<file path="src/rtl/cfgdec_pkg.sv">
package cfgdec_pkg;

    typedef enum logic [1:0] {
        SZ_BYTE  = 2'd0,
        SZ_WORD  = 2'd1,
        SZ_DWORD = 2'd2,
        SZ_RSVD  = 2'd3
    } acc_size_e;

    // Layout of the latched target word (field positions are decoded)
    typedef struct packed {
        logic       enable;
        logic [6:0] spare;
        logic [7:0] bus;
        logic [7:0] slot;
        logic [5:0] dword;
        logic [1:0] align;
    } tgt_addr_t;

    typedef struct packed {
        logic       valid;
        logic [7:0] slot;
        logic [7:0] offset;
        acc_size_e  size;
    } cfg_req_t;

    function automatic logic [31:0] lane_mask(acc_size_e s);
        case (s)
            SZ_BYTE:  return 32'h0000_00FF;
            SZ_WORD:  return 32'h0000_FFFF;
            default:  return 32'hFFFF_FFFF;
        endcase
    endfunction

    function automatic logic size_legal(acc_size_e s);
        return s != SZ_RSVD;
    endfunction

endpackage

</file>
<file path="src/rtl/cfgdec_port_decode.sv">
module cfgdec_port_decode
    import cfgdec_pkg::*;
#(
    parameter int unsigned IO_AW     = 16,
    parameter int unsigned ADDR_PORT = 32'h0CF8,
    parameter int unsigned DATA_PORT = 32'h0CFC
) (
    input  logic [IO_AW-1:0] io_addr,
    input  acc_size_e        io_size,
    output logic             addr_win,
    output logic             addr_exact,
    output logic             data_win,
    output logic [1:0]       lane
);
    localparam int unsigned   WIN_W    = IO_AW - 2;
    localparam logic [WIN_W-1:0] ADDR_IDX = WIN_W'(ADDR_PORT >> 2);
    localparam logic [WIN_W-1:0] DATA_IDX = WIN_W'(DATA_PORT >> 2);

    assign lane       = io_addr[1:0];
    assign addr_win   = (io_addr[IO_AW-1:2] == ADDR_IDX);
    assign data_win   = (io_addr[IO_AW-1:2] == DATA_IDX);
    assign addr_exact = addr_win && (lane == 2'b00) && (io_size == SZ_DWORD);
endmodule

</file>
<file path="src/rtl/cfgdec_addr_reg.sv">
module cfgdec_addr_reg
    import cfgdec_pkg::*;
(
    input  logic      clk,
    input  logic      rst,
    input  logic      we,
    input  tgt_addr_t d,
    output tgt_addr_t q
);
    always_ff @(posedge clk) begin
        if (rst)
            q <= '0;
        else if (we)
            q <= d;
    end
endmodule

</file>
<file path="src/rtl/cfgdec_target_gate.sv">
module cfgdec_target_gate
    import cfgdec_pkg::*;
#(
    parameter int unsigned NUM_SLOTS = 256
) (
    input  tgt_addr_t            tgt,
    input  logic [NUM_SLOTS-1:0] present,
    input  acc_size_e            size,
    input  logic [1:0]           lane,
    output cfg_req_t             req
);
    localparam int unsigned SLOT_W = (NUM_SLOTS > 1) ? $clog2(NUM_SLOTS) : 1;

    logic in_range;
    logic occupied;
    logic [6:0] spare_unused;

    assign spare_unused = tgt.spare;
    assign in_range     = ({1'b0, tgt.slot} < 9'(NUM_SLOTS));
    assign occupied     = in_range && present[tgt.slot[SLOT_W-1:0]];

    always_comb begin
        req.slot   = tgt.slot;
        req.offset = {tgt.dword, lane};
        req.size   = size;
        req.valid  = tgt.enable
                  && (tgt.align == 2'b00)
                  && (tgt.bus == 8'h00)
                  && occupied
                  && size_legal(size);
    end
endmodule

</file>
<file path="src/rtl/cfgdec_top.sv">
module cfgdec_top
    import cfgdec_pkg::*;
#(
    parameter int unsigned IO_AW     = 16,
    parameter int unsigned ADDR_PORT = 32'h0CF8,
    parameter int unsigned DATA_PORT = 32'h0CFC,
    parameter int unsigned NUM_SLOTS = 256
) (
    input  logic                 clk,
    input  logic                 rst,
    input  logic [IO_AW-1:0]     io_addr,
    input  logic [1:0]           io_size,
    input  logic                 io_rd,
    input  logic                 io_wr,
    input  logic [31:0]          io_wdata,
    output logic [31:0]          io_rdata,
    input  logic [NUM_SLOTS-1:0] slot_present,
    input  logic [31:0]          cfg_rdata,
    output logic                 cfg_wr,
    output logic                 cfg_rd,
    output logic [7:0]           cfg_slot,
    output logic [7:0]           cfg_offset,
    output logic [1:0]           cfg_size,
    output logic [31:0]          cfg_wdata
);
    acc_size_e  size_e;
    logic       addr_win, addr_exact, data_win;
    logic [1:0] lane;
    logic       tgt_we;
    tgt_addr_t  tgt_q;
    cfg_req_t   req;
    logic       rd_only;
    logic [31:0] mask;

    assign size_e  = acc_size_e'(io_size);
    assign rd_only = io_rd && !io_wr;
    assign mask    = lane_mask(size_e);

    cfgdec_port_decode #(
        .IO_AW(IO_AW), .ADDR_PORT(ADDR_PORT), .DATA_PORT(DATA_PORT)
    ) u_decode (
        .io_addr(io_addr), .io_size(size_e),
        .addr_win(addr_win), .addr_exact(addr_exact),
        .data_win(data_win), .lane(lane)
    );

    assign tgt_we = io_wr && addr_exact;

    cfgdec_addr_reg u_tgt (
        .clk(clk), .rst(rst), .we(tgt_we),
        .d(tgt_addr_t'(io_wdata)), .q(tgt_q)
    );

    cfgdec_target_gate #(.NUM_SLOTS(NUM_SLOTS)) u_gate (
        .tgt(tgt_q), .present(slot_present),
        .size(size_e), .lane(lane), .req(req)
    );

    assign cfg_wr     = data_win && io_wr && req.valid;
    assign cfg_rd     = data_win && rd_only && req.valid;
    assign cfg_slot   = req.slot;
    assign cfg_offset = req.offset;
    assign cfg_size   = req.size;
    assign cfg_wdata  = io_wdata;

    always_comb begin
        io_rdata = '0;
        if (addr_win)
            io_rdata = addr_exact ? tgt_q : mask;
        else if (data_win)
            io_rdata = req.valid ? (cfg_rdata & mask) : mask;
    end

    AST_TGT_LOAD: assert property (@(posedge clk) disable iff (rst)
        tgt_we |=> (tgt_q == $past(io_wdata)));
    AST_TGT_HOLD: assert property (@(posedge clk) disable iff (rst)
        !tgt_we |=> $stable(tgt_q));
    AST_WR_ENABLED: assert property (@(posedge clk) disable iff (rst)
        (cfg_wr || cfg_rd) |-> tgt_q.enable);
    AST_WR_ALIGNED: assert property (@(posedge clk) disable iff (rst)
        (cfg_wr || cfg_rd) |-> (tgt_q.align == 2'b00));
    AST_BUS_ZERO: assert property (@(posedge clk) disable iff (rst)
        (cfg_wr || cfg_rd) |-> (tgt_q.bus == 8'h00));
    AST_SLOT_PRESENT: assert property (@(posedge clk) disable iff (rst)
        (cfg_wr || cfg_rd) |-> slot_present[cfg_slot]);
    AST_OFFSET_LANE: assert property (@(posedge clk) disable iff (rst)
        (cfg_wr || cfg_rd) |-> (cfg_offset[1:0] == io_addr[1:0]));
    AST_SIZE_LEGAL: assert property (@(posedge clk) disable iff (rst)
        (cfg_wr || cfg_rd) |-> (cfg_size != 2'd3));
    AST_ONE_STROBE: assert property (@(posedge clk) disable iff (rst)
        !(cfg_wr && cfg_rd));
endmodule

</file>
<file path="config.mk">
export PLATFORM = sky130hd
export DESIGN_NAME = cfgdec_top
export DESIGN_NICKNAME = d
export VERILOG_FILES = /design/src/rtl/cfgdec_pkg.sv /design/src/rtl/cfgdec_port_decode.sv /design/src/rtl/cfgdec_addr_reg.sv /design/src/rtl/cfgdec_target_gate.sv /design/src/rtl/cfgdec_top.sv
export SDC_FILE = /design/constraint.sdc
export NUM_CORES = 1
export LEC_CHECK = 0
export CORE_AREA = 2 2 168 170
export DETAILED_ROUTE_END_ITERATION = 12
export DIE_AREA = 0 0 170 172
export DONT_BUFFER_PORTS = 1
export GPL_TIMING_DRIVEN = 0
export HOLD_SLACK_MARGIN = 0.08
export SYNTH_ARGS = -nofsm -noshare
export SYNTH_HDL_FRONTEND = slang
export SYNTH_HIERARCHICAL = 1
export SYNTH_SLANG_ARGS = --single-unit
</file>
<file path="constraint.sdc">
create_clock -name clk -period 5.9 [get_ports clk]
set_clock_uncertainty 0.2 [all_clocks]
set_input_delay 0.885 -clock clk [delete_from_list [all_inputs] [get_ports clk]]
set_output_delay 0.885 -clock clk [all_outputs]
set_load 0.005 [all_outputs]
</file>
---- Yosys cells after proc, flatten, opt, wreduce, memory -nomap -nowiden ----
Index checks and enable logic that the tools add are counted.
Widths: inputs -> output; s select.
word-level totals
  output and inout bits ................... 84
  register bits after elaboration ......... 32
  word-level logic and storage cells ...... 37
  bits of input ports ..................... 342
operators by class
  bitwise operators ....................... 1
  equality and inequality tests ........... 5
  reductions and logical operators ........ 17
  $lt $le $gt $ge ......................... 1
  muxes and demuxes ....................... 7
operator list
  cell                  count
  $mux 32               4
  $pmux 32 s2           1
  $and 32x32->32        1
  $eq 14x10->1 const B  2
  $logic_and 1x1->1     12
  $lt 8x9->1 const B    1
  $bmux 1 s8            1
  $logic_not 8->1       1
  $logic_not 2->1       3
  $eq 2x1->1 const B    1
  $eq 2x2->1 const B    1
  $ne 2x2->1 const B    1
  $logic_not 1->1       1
  $mux 1                1

---- Longest topological paths before layout ----
Gate-level depths: netlist of run 1.
  word-level depth ........................ 8
  gate-level depth with buffers ........... 15
  mapped depth without buffers ............ 9

---- By module ----
The synthesis of run 1 kept the hierarchy.
modules (own cells, without submodules)
  module              sequential area each (sq um)  times used  cells an instance  area each (sq um)
  cfgdec_target_gate  0.0                           1           204                2,441.1
  cfgdec_addr_reg     640.6                         1           103                1,163.6
  cfgdec_top          0.0                           1           142                950.9
  cfgdec_port_decode  0.0                           1           12                 82.6

---- Least setup slack after synthesis of run 1 ----
Ideal clock, no wire load.
  kind .................................... input to output
  start point ............................. input slot_present[25]
  end point ............................... output io_rdata[10]
  data arrival time ....................... 3.108 ns
  buffers on the path ..................... 2
  setup slack ............................. 1.707 ns
  stages on the path ...................... 9
  data required time ...................... 4.815 ns
  path through ............................ mux4_1 -> mux4_2 -> a221o_1 -> a311oi_1 -> o32ai_1 -> buf_2 -> clkbuf_1 -> nor2b_1 -> o22ai_1
RTL lines
  item                line              source
  start: declaration  cfgdec_top.sv:17  input logic [NUM_SLOTS-1:0] slot_present,
  end: declaration    cfgdec_top.sv:16  output logic [31:0] io_rdata,

==> flow_metrics.tcl, run 1 <==
set metrics [dict create \
    status "completed" \
    ys_seq_area_frac 0.138 \
    dpl.hpwl_um 19700 \
    drc 0 \
    drv_cap 0 \
    die_area_um2 29200 \
    antenna_found_initial 7 \
    drt_pass1_iterations 4 \
    synthAdderAreaFrac 0 \
    p_per_area_nw_per_um2 107 \
    grt_use_total 0.144 \
    tightest_slew_ps 853 \
    setup_violations 0 \
    synth_area_leaders "mux4_2, dfxtp_1, mux2i_1" \
    startpoint "u_tgt/q[9]$_SDFFE_PP0P_" \
    numCtsBuffers 5 \
    period_minus_slack_ps 5490 \
    timing.rr.end "u_tgt/q[14]$_SDFFE_PP0P_" \
    hold_viol_final 0 \
    nets 811 \
    clk_pin_slew_ps 50 \
    synth_cells 461 \
    overflow 0 \
    worstPathRequired_ps 4820 \
    max_freq_ghz 0.182 \
    syn_nets 803 \
    hp-start "u_tgt/q[25]$_SDFFE_PP0P_" \
    synth_top_area_frac 0.214 \
    whs_ps 295 \
    yosys_warnings 6 \
    hp-class "flip-flop to flip-flop" \
    holdPathStages 2 \
    vdd.ir_drop.worst_v 0.0000794 \
    muxShareOfSynthArea 0.414 \
    syn_to_final_growth_pct 13.5 \
    arrival_ps 4410 \
    critPathCaptureType "primary output" \
    grt_pass1_vias 4162 \
    synth-xor-area-share 0 \
    period_share 0.931 \
    drive_gt1_frac 0.305 \
    vias_per_cell 5.07 \
    drtIter0Drc 237 \
    synth_edf_count 0 \
    core_area_um2 27500 \
    synthArstFlopShare 0 \
    synth_top_family_by_area "multiplexers" \
    avgSynthCellArea_um2 10.1 \
    synth_common_cells "buf_4, mux2i_1, nor2_1, mux4_2, dfxtp_1" \
    cts_hold_buf 0 \
    placed_area_um2 5090 \
    reg2reg_from "u_tgt/q[14]$_SDFFE_PP0P_" \
    synth_cell_types 58 \
    design_area_um2 5270 \
    wl_um 22800 \
    gp_congestion 0.925 \
    synth-simple-area-share 0.166 \
    setup.worst_path.class "flip-flop to primary output" \
    io_buffers 0 \
    antenna_left 0 \
    maxSlewViolCount 0 \
    synth_largest_area_cell "mux4_2" \
    largest_reg_flops 32 \
    fillers 3038 \
    ys_seq_elements 32 \
    clkSinkCount 32 \
    maxSlewHeadroom 0.428 \
    start_util 0.169 \
    cts_tree "done" \
    num_vias 4165 \
    cp_max_fo 10 \
    grt_pass1_wl_um 29600 \
    clock_latency_ps 270 \
    regMostFlops "u_tgt/q" \
    dieWidth_um 170 \
    ctsRootBufferMaster "clkbuf_16" \
    min_to "u_tgt/q[25]$_SDFFE_PP0P_" \
    wire_per_inst_um 27.7 \
    leakage_nw 1.71 \
    reg2regPathDepth 2 \
    fin_util 0.192 \
    clk_path_buf_depth 2 \
    synth-compound-area-share 0.125 \
    instances_no_fill 822 \
    place_inst 808 \
    top_regs "u_tgt/q: 32 flops" \
    h-tree-depth 2 \
    floorplan.rows 61 \
    timing.reg2reg.setup_slack_ps 4700 \
    rsz0062_at_grt "no" \
    cp-start-kind "flip-flop" \
    boundaryPins 426 \
    synthFlopType "dfxtp_1" \
    grt_max_degree 12 \
    dieHeight_um 172 \
    syn_area_um2 4640 \
]
timing repair:
item,in CTS,in global routing
endpoints found under the setup margin,15,0
setup buffers,0,0
resized for setup,2,0
cells in the final DEF (no fill, tap or decap), types with 2 or more instances in the layout:
cell / count
o21ai_0: 3
a21oi_1: 11
nor2_1: 53
clkbuf_16: 5
mux4_2: 44
buf_8: 4
clkbuf_1: 8
buf_12: 3
mux4_1: 14
nand2b_1: 18
or2b_1: 8
nor3_1: 4
nand2_1: 14
inv_1: 2
o221ai_1: 5
o211ai_1: 2
nor2b_1: 21
clkbuf_8: 4
diode_2: 7
buf_2: 11
buf_4: 57
and2_1: 5
a22oi_1: 8
buf_6: 5
nand3_1: 7
dfxtp_1: 32
nor4_1: 3
a221o_1: 17
mux2i_1: 56
o22ai_1: 13
routing by layer:
| metal | part of all wire | vias to the layer above | GRT usage |
|---|---|---|---|
| met5 | 0.00044 | - | 0 |
| met4 | 0.035 | 2 | 0.0543 |
| met3 | 0.076 | 41 | 0.0231 |
| met2 | 0.52 | 327 | 0.275 |
| met1 | 0.37 | 2025 | 0.161 |
| li1 | - | 1770 | - |
critical path, cell delays in order (launching register included):
cell,delay [ps]
dfxtp_1,600
buf_2,450
nand2_2,280
o221ai_2,360
o22ai_1,270
a311o_1,360
or3b_1,370
o32ai_2,130
buf_4,220
buf_2,250
clkbuf_1,430
nor2b_1,220
o22ai_1,170
cells by family (layout without fill, tap and decap cells):
logic type / after synthesis / after routing
compound gates: 75 / 75
mux: 114 / 114
flops: 32 / 32
buf+inv: 94 / 102
simple gates: 146 / 146
other cells: 0 / 7
report_power, final:
group | leakage [nW] | internal (mW) | total (mW) | switching (mW)
clock | 0.0760 | 0.177 | 0.271 | 0.0936
combinational | 1.38 | 0.0513 | 0.0786 | 0.0273
sequential | 0.258 | 0.216 | 0.216 | 0.000000704
layout make-up:
class	instances	area (µm²)	area share
multi-input combinational	335	3280	0.624
buffer	91	718	0.136
sequential	32	641	0.122
tap	346	433	0.0822
clock buffer	7	153	0.0290
antenna	7	17.5	0.00333
inverter	3	11.3	0.00214
timing repair buffer	1	7.51	0.00143
worst max path at each step:
stage / end / slack, ps / depth (start not counted)
5_1_grt: io_rdata[9] / 140 / 13
3_3_place_gp: io_rdata[8] / -610 / 11
3_5_place_dp: io_rdata[8] / 30 / 12
6_report: io_rdata[8] / 410 / 12
4_1_cts: io_rdata[8] / 160 / 12
2_1_floorplan: io_rdata[10] / 1710 / 9
through the flow:
| stage | setup slack, ps | TNS [ps] | power (mW) |
|---|---|---|---|
| final | 407 | 0 | 0.565 |
| after CTS | 159 | 0 | 0.576 |
| after global routing | 136 | 0 | 0.589 |
| after detailed placement | 34.7 | 0 | 0.300 |
| after floorplan | 1710 | 0 | 0.286 |
| after global placement | -607 | -10370 | 0.300 |
Note: power is estimated with default switching activity, not from simulation.
==> inputs of run 2 (changes only) <==
- CORE_AREA: 2 2 168 170 -> 2 2 166 168
- DIE_AREA: 0 0 170 172 -> 0 0 168 170
==> flow_metrics.tcl, run 2 (same netlist as run 1, synthesis figures left out) <==
set metrics [dict create \
    status "completed" \
    clkSinkCount 32 \
    timing.reg2reg.setup_slack_ps 4800 \
    gp_congestion 1.05 \
    critPathCaptureType "primary output" \
    num_vias 4222 \
    final_common_cell "buf_4" \
    cp_cell_sequence "buf_2 > buf_1 > mux4_2 > a22oi_1 > nand2_1 > o22ai_1 > or3b_1 > o32ai_2 > buf_4 > buf_2 > nand2b_1 > a221o_1" \
    switching_share 0.221 \
    drtIter0Drc 319 \
    met3_usage 0.0284 \
    antenna_found_initial 9 \
    cts_resized 0 \
    reg2regPathDepth 2 \
    worstPathRequired_ps 4820 \
    clock_latency_ps 280 \
    ctsRootBufferMaster "clkbuf_16" \
    maxSlewViolCount 0 \
    regMostFlops "u_tgt/q" \
    leakage_nw 1.70 \
    layout_common_cells "buf_4, mux2i_1, nor2_1" \
    dieWidth_um 168 \
    top_regs "u_tgt/q: 32 flops" \
    critical-path-max-stage-delay_ps 580 \
    startpoint "u_tgt/q[9]$_SDFFE_PP0P_" \
    rsz0062_at_grt "no" \
    clk_path_buf_depth 2 \
    io_buffers 0 \
    arrival_ps 4240 \
    start_util 0.174 \
    slowest_stage "buf_1" \
    core_area_um2 26700 \
    maxSlewHeadroom 0.146 \
    grt_use_total 0.150 \
    clk_pin_slew_ps 60 \
    cts_tree "done" \
    h-tree-depth 2 \
    fillers 2944 \
    cpMostUsedCell "buf_2" \
    period_minus_slack_ps 5330 \
    vdd.ir_drop.worst_v 0.0000659 \
    nets 810 \
    setup.worst_path.class "flip-flop to primary output" \
    vias_per_cell 5.17 \
    crit_path_end "io_rdata[30]" \
    grt_use_met1 0.177 \
    grt_max_degree 12 \
    power_frac_comb 0.143 \
    holdPathStages 2 \
    top_usage_layer "met2" \
    drt_pass1_iterations 5 \
    period_share 0.903 \
    total_power_uw 559 \
    max_freq_ghz 0.188 \
    dpl.hpwl_um 19800 \
    instances_no_fill 817 \
    place_inst 803 \
    reg2reg_from "u_tgt/q[14]$_SDFFE_PP0P_" \
    numCtsBuffers 5 \
    seqPwrFrac 0.387 \
    wire_per_inst_um 28.0 \
    timing.rr.end "u_tgt/q[14]$_SDFFE_PP0P_" \
    floorplan.rows 60 \
    tightest_slew_ps 1270 \
    p_per_area_nw_per_um2 106 \
    drc 0 \
    antenna_left 0 \
    wl_um 22900 \
    hp-class "flip-flop to flip-flop" \
    boundaryPins 426 \
    syn_to_final_growth_pct 13.1 \
    setup_violations 0 \
    post_cts_buffers 0 \
    cts_hold_buf 0 \
    die_area_um2 28600 \
    clkPwrFrac 0.470 \
    largest_reg_flops 32 \
    overflow 0 \
    cp-start-kind "flip-flop" \
    grt_pass1_wl_um 30400 \
    cp_max_fo 19 \
    power.net_switching_uw 124 \
    intPower_uw 435 \
    dieHeight_um 170 \
    hold_viol_final 0 \
    grt_pass1_vias 4216 \
    drive_gt1_frac 0.303 \
    grtUsageMet2 0.273 \
    drv_cap 0 \
]
[run 2: cell types whose count changed in the layout (fill, tap and decap cells not counted)]
cell        delta
nand2_1        +1
o221ai_1       +1
clkbuf_8       -1
clkbuf_1       -1
nand2_2        -1
o221ai_2       -1
clkinvlp_4     +2
[run 2: power by group through the flow]
stage	registers (mW)	clock network (mW)	logic [mW]
2_1_floorplan	0.221	0	0.0651
3_3_place_gp	0.221	0	0.0803
3_5_place_dp	0.221	0	0.0802
4_1_cts	0.216	0.273	0.0802
5_1_grt	0.216	0.281	0.0840
6_report	0.216	0.263	0.0798
[run 2: metrics by stage]
stage                     instance area [µm²]  setup slack [ps]   util  TNS, ps  hold WS [ps]
after floorplan                          4640              1710      -        0           261
after global placement                   5060              -448  0.190    -4150           272
after detailed placement                 5080               454  0.191        0           285
after CTS                                5230               125  0.196        0           299
after global routing                     5250               303  0.197        0           326
final                                    5250               572  0.197        0           297
[run 2: area by class of cell]
type,count,area (µm²),area share
multi-input combinational,335,3280,0.624
tap,341,427,0.0813
clock buffer,6,139,0.0265
buffer,90,714,0.136
antenna,7,17.5,0.00334
timing repair buffer,1,7.51,0.00143
clock inverter,2,15.0,0.00286
sequential,32,641,0.122
inverter,3,11.3,0.00215
[run 2: how the worst min path moves through the flow]
stage | slack [ps] | to | from
CTS | 300 | u_tgt/q[24]$_SDFFE_PP0P_ | u_tgt/q[24]$_SDFFE_PP0P_
global placement | 270 | u_tgt/q[24]$_SDFFE_PP0P_ | u_tgt/q[24]$_SDFFE_PP0P_
floorplan | 260 | u_tgt/q[24]$_SDFFE_PP0P_ | u_tgt/q[24]$_SDFFE_PP0P_
global route | 330 | u_tgt/q[29]$_SDFFE_PP0P_ | u_tgt/q[29]$_SDFFE_PP0P_
finish | 300 | u_tgt/q[29]$_SDFFE_PP0P_ | u_tgt/q[29]$_SDFFE_PP0P_
detailed placement | 290 | u_tgt/q[24]$_SDFFE_PP0P_ | u_tgt/q[24]$_SDFFE_PP0P_
[run 2: critical path, delay by kind of cell (launching register included)]
family	cells	cell delay [ps]
flops	1	540
compound gates	4	660
simple gates	3	700
buf+inv	4	1640
mux	1	390
[run 2: routing by layer]
| layer | up-vias | wire (µm) |
|---|---|---|
| li1 | 1758 | - |
| met1 | 2069 | 8630 |
| met2 | 358 | 11700 |
| met3 | 33 | 1860 |
| met4 | 4 | 656 |
| met5 | - | 23 |
